File: src/rtl/gpr_file.sv
module gpr_file #(
  parameter int DATA_W = 32,
  parameter int NREG   = 32,
  localparam int AW    = $clog2(NREG),
  localparam int LINK  = NREG - 1
) (
  input  logic              clk,
  input  logic              rst_n,
  input  logic [31:0]       instr,
  input  logic [1:0]        dst_sel,
  input  logic              wr_en,
  input  logic [DATA_W-1:0] wr_data,
  output logic [DATA_W-1:0] rs_data,
  output logic [DATA_W-1:0] rt_data
);

  logic [DATA_W-1:0] regs [NREG];
  logic [AW-1:0]     src_a, src_b, dest;
  logic              wr_hit;

  assign src_a = instr[21 +: AW];
  assign src_b = instr[16 +: AW];

  always_comb begin
    case (dst_sel)
      2'b00:   dest = instr[11 +: AW];
      2'b01:   dest = instr[16 +: AW];
      default: dest = AW'(LINK);
    endcase
  end

  assign wr_hit = rst_n && wr_en && (dst_sel != 2'b11) && (dest != '0);

  always_ff @(posedge clk or negedge rst_n) begin
    if (!rst_n) begin
      for (int i = 0; i < NREG; i++) regs[i] <= '0;
    end else if (wr_hit) begin
      regs[dest] <= wr_data;
    end
  end

  function automatic logic [DATA_W-1:0] rd_port(input logic [AW-1:0] a);
    if (a == '0)                 return '0;
    else if (wr_hit && a == dest) return wr_data;
    else                          return regs[a];
  endfunction

  assign rs_data = rd_port(src_a);
  assign rt_data = rd_port(src_b);

endmodule

File: config.mk
export PLATFORM = sky130hd
export DESIGN_NAME = gpr_file
export DESIGN_NICKNAME = d
export VERILOG_FILES = /design/src/rtl/gpr_file.sv
export SDC_FILE = /design/constraint.sdc
export NUM_CORES = 2
export LEC_CHECK = 0
export BUFFER_PORTS_ARGS = -buffer_cell sky130_fd_sc_hd__clkbuf_2
export CAP_MARGIN = 20
export CORE_ASPECT_RATIO = 1.25
export CORE_MARGIN = 4
export CORE_UTILIZATION = 45
export CTS_BUF_LIST = sky130_fd_sc_hd__clkbuf_16
export CTS_CLUSTER_DIAMETER = 60
export DETAILED_ROUTE_END_ITERATION = 6
export HOLD_SLACK_MARGIN = 0.05
export PLACE_DENSITY = 0.71
export SLEW_MARGIN = 5
export SYNTH_ARGS = -nofsm -noshare
export SYNTH_HDL_FRONTEND = slang
export SYNTH_SLANG_ARGS = --single-unit
File: constraint.sdc
create_clock -name clk -period 6.6 [get_ports clk]
set_input_delay 1.98 -clock clk [delete_from_list [all_inputs] [get_ports clk]]
set_output_delay 1.98 -clock clk [all_outputs]
set_load 0.005 [all_outputs]
Yosys cells after proc, flatten, opt, wreduce, memory -nomap -nowiden --
Index checks and enable logic that the tools add are counted.
Operators by class: magnitude comparators 4, bitwise logic cells 3, mux-type cells 14, equality and inequality tests 4, reductions and logical operators 10
Operator list (number):
- $bwmux 1024 | 1
- $bmux 32 s5 | 2
- $mux 32 | 9
- $demux 32 s5 | 1
- $ge 6x6->1 const B | 3
- $not 5->6 | 3
- $eq 5x5->1 | 2
- $logic_not 5->1 | 2
- $pmux 5 s2 | 1
- $logic_and 1x1->1 | 6
- $lt 6x1->1 const B | 1
- $reduce_bool 5->1 | 1
- $eq 2x1->1 const B | 1
- $logic_not 2->1 | 1
- $ne 2x2->1 const B | 1
Storage, ports and cells: word-level logic and storage cells 67, bits of input ports 69, output and inout port bits 64, bits in registers 1024

Logic depth before layout (Yosys ltp) --
word-level depth 8, mapped depth 12, gate-level depth less buffers 6

Worst setup path before layout --
Ideal clock, no wire load.
kind input to output, from input instr[21], to output rs_data[30], stages on the path 7, path slack 615 ps, data arrival time 4005 ps, cells stage by stage buf_2 buf_1 mux4_2 mux4_2 nor2b_1 nor3_1 nor3_1
On the way: longest elaborated chain between the ends 6, elaborated cells on any way between the ends 9
RTL lines:
- from (decl) | line 9 | input logic [31:0] instr,
- $not 5->6 (not written as such) | line 45 | else return regs[a];
- $bmux 32 s5 | line 45
- $mux 32 (not written as such) (2 in a row) | line 45
- $mux 32 | line 44 | else if (wr_hit && a == dest) return wr_data;
- $mux 32 * | line 43 | if (a == '0) return '0;
- to (decl) | line 13 | output logic [DATA_W-1:0] rs_data,
Mark *: on every way between the ends. The rest lies on a longest branch, timed or not. The select of a mux whose other input is x is not followed.

Worst setup path in the final report --
from input instr[22], to output rs_data[1]
The elaborated chain is that of the path after synthesis.

==> impl_metrics.toml <==
[routing]
dr.pass1.iters = 6
totalWireLength_um = 170000
dr.first_iter.drc_count = 3666
detail-route-antenna-nets = 0
wl_per_cell_um = 32.3
routed-via-count = 35100
vias_per_cell = 6.66
drc = 0

[clocking]
cts_buffer_depth = 3
insertion_delay_ns = 0.70
path_clk_slew_ns = 0.06
cts_tree = "done"
cts_inserted_buffers = 111
clock-sinks = 1024
cts_hold_buf = 0
htreeDepth = 3
root_buffer = "clkbuf_16"
cts_setup_buffers = 0

[die]
io_pins = 133
core.rowCount = 143
die_area_sq_mm = 0.128
start_util_pct = 45.2
die_w_um = 321
core_area_sq_mm = 0.121
die_height_um = 399

[worst_setup_path]
crit_family = "buffers and inverters"
cp-start-kind = "input port"
worst-path-buf-inv = 5
slowest_delay_ns = 0.55
end_kind = "output pin"
crit_fanout = 35
r2r_cells = 1
r2r_slack_ns = 5.76
worst_r2r_endpoint = "regs[868]"
crit_slowest_cell = "nor4_1"
crit_path_frequent_cell = "buf_4"
crit_required_ns = 4.62
critPathKind = "in2out"
crit_chain = "buf_8 -> buf_12 -> or3_1 -> buf_4 -> o22ai_1 -> nor4_1 -> buf_4 -> mux2i_1 -> nor2_1 -> clkbuf_2"
r2r_start = "regs[868]"
cp_data_arrival_time_ns = 4.60

[timing]
worstMarginPinSlew_ns = 1.06
grt_setup_unrepaired = "no"
report.final.slew_viol_count = 0
tns_ns = 0
finClkSkew_ns = 0
maxSlewHeadroom_pct = 29.3
max_freq_mhz = 152
final-hold-violation-count = 0
setup_viol = 0
finalCritPeriodShare_pct = 99.7
finalCriticalPeriod_ns = 6.58

[logic_synthesis]
synth_area_sq_mm = 0.0550
yosysWarningCount = 0
syn_avg_cell_area_sq_um = 15.4
synthDistinctLibCells = 57
synth_async_sr_flop_share_pct = 100
synth_sequential_area_ratio_pct = 46.6
mappedNetlistNets = 3636
syn_inst = 3567
synth-edff-count = 0
ys.flop_type = "dfrtp_1"
synth-seq-cells = 1024

[cells_and_area]
drive_gt1_share_pct = 54.7
area_growth_pct = 11.8
layout_commonest_cell = "dfrtp_1"
top_regs = "regs x1024"
nets = 3640
fillCellCount = 10100
final_cell_mix = "dfrtp_1 (1024), mux2_2 (958), mux4_2 (538)"
top_register = "regs"
largest_reg_flops = 1024
postLayoutCoreUtil_pct = 50.6

[min_path]
worstHoldPathCells = 0
hold_end = "regs[1013]"
hold_class = "reg2reg"
holdCritStartpoint = "regs[1013]"

[global_route]
grt_usage_pct = 26.6
grt_pass1_vias = 36300
antenna_found_initial = 8
grt_pass1_wl_um = 249000
grt-ovfl-total = 0
grt_max_degree = 188

[power]
leakagePower_nw = 28.3
power_density_mw_per_mm2 = 264
ir_drop_v = 0.000216

[placed_design]
gp_congestion = 0.840
port_buffers = 115
place_hpwl_um = 100000

[flow_run]
maxCapViolCount = 0

[outcome]
status = "finished, final reports clean"
==> final cells by class <==
type	instances	area (sq um)	area share, %
multi-input combinational	2125	27700	45.1
sequential	1024	25600	41.7
clock buffer	113	2830	4.60
timing repair buffer	303	2580	4.19
tap	1595	2000	3.25
clock inverter	88	692	1.13
inverter	6	23.8	0.0387
antenna	7	17.5	0.0285
==> metrics by stage <==
step           power (mW)  instance area, sq um  instances  setup slack (ns)  hold WS [ns]
2_1_floorplan        9.26                 55000       3567             0.615         0.441
3_3_place_gp         10.1                 57800       5051            -0.119         0.376
3_5_place_dp         10.2                 57800       5051            -0.112         0.384
4_1_cts              16.3                 61400       5252            0.0761         0.397
5_1_grt              16.8                 61400       5257          0.000679         0.406
6_report             16.2                 61500       5261            0.0175         0.395
==> repair_timing <==
item	CTS	global route
resized for setup	2	4
hold endpoints to repair	0	0
pin swaps	0	1
endpoints found under the setup margin	2	7
==> cell usage after synthesis, types with 2 or more instances <==
cell	number	area share, %
a211oi_1	3	0.041
a21oi_1	40	0.36
a221oi_1	4	0.064
a222oi_1	2	0.036
a22oi_1	3	0.041
buf_1	68	0.46
buf_12	2	0.073
buf_2	106	0.97
buf_4	18	0.25
buf_6	9	0.18
buf_8	2	0.055
clkbuf_1	206	1.4
dfrtp_1	1024	47
inv_1	5	0.034
mux2_1	39	0.80
mux2_2	958	20
mux2i_1	141	2.6
mux4_2	538	22
nand2_1	53	0.36
nand2b_1	10	0.11
nand3_1	4	0.036
nand3b_1	2	0.027
nor2_1	37	0.25
nor2_2	2	0.023
nor2b_1	35	0.40
nor3_1	33	0.30
nor3_2	2	0.036
nor4_1	12	0.14
o21ai_0	13	0.12
o21bai_1	2	0.027
o221ai_1	7	0.11
o22a_1	6	0.096
o22ai_1	104	1.2
o2bb2ai_1	31	0.49
o32ai_1	6	0.096
or2_2	5	0.057
or3_1	6	0.068
or4_1	9	0.12
xnor2_1	2	0.032
==> worst max-delay path by stage <==
stage / cells after the start / slack [ns] / to / from
global route: 10 / 0.0007 / rs_data[1] / instr[22]
detailed placement: 10 / -0.11 / rs_data[28] / dst_sel[0]
finish: 10 / 0.02 / rs_data[1] / instr[22]
global placement: 10 / -0.12 / rs_data[28] / dst_sel[0]
floorplan: 7 / 0.61 / rs_data[30] / instr[21]
CTS: 10 / 0.08 / rs_data[20] / dst_sel[0]
==> per-layer routing <==
metal	share of wire [%]	track usage (%)	vias up	routed length, um
met2	48	42.1	1727	80700
met3	8.8	5.64	403	14900
met5	0.014	0	-	23
li1	-	-	13900	-
met1	39	36.3	19000	66800
met4	4.4	10.5	4	7490
==> power by group <==
part	internal (mW)	total [mW]	switching, mW
sequential	6.99	7.48	0.493
combinational	1.49	2.67	1.18
clock	3.51	6.11	2.60
total	12.0	16.2	4.27
==> cell families (layout without fill, tap and decap cells) <==
logic type	Yosys count	in the layout	synth area share, %
other cells	0	7	0
mux	1676	1676	45.0
compound gates	229	229	2.79
simple gates	218	218	2.06
flops	1024	1024	46.6
buf+inv	418	510	3.44
xor+xnor	2	2	0.0319
Power figures use the tool's default switching activity.
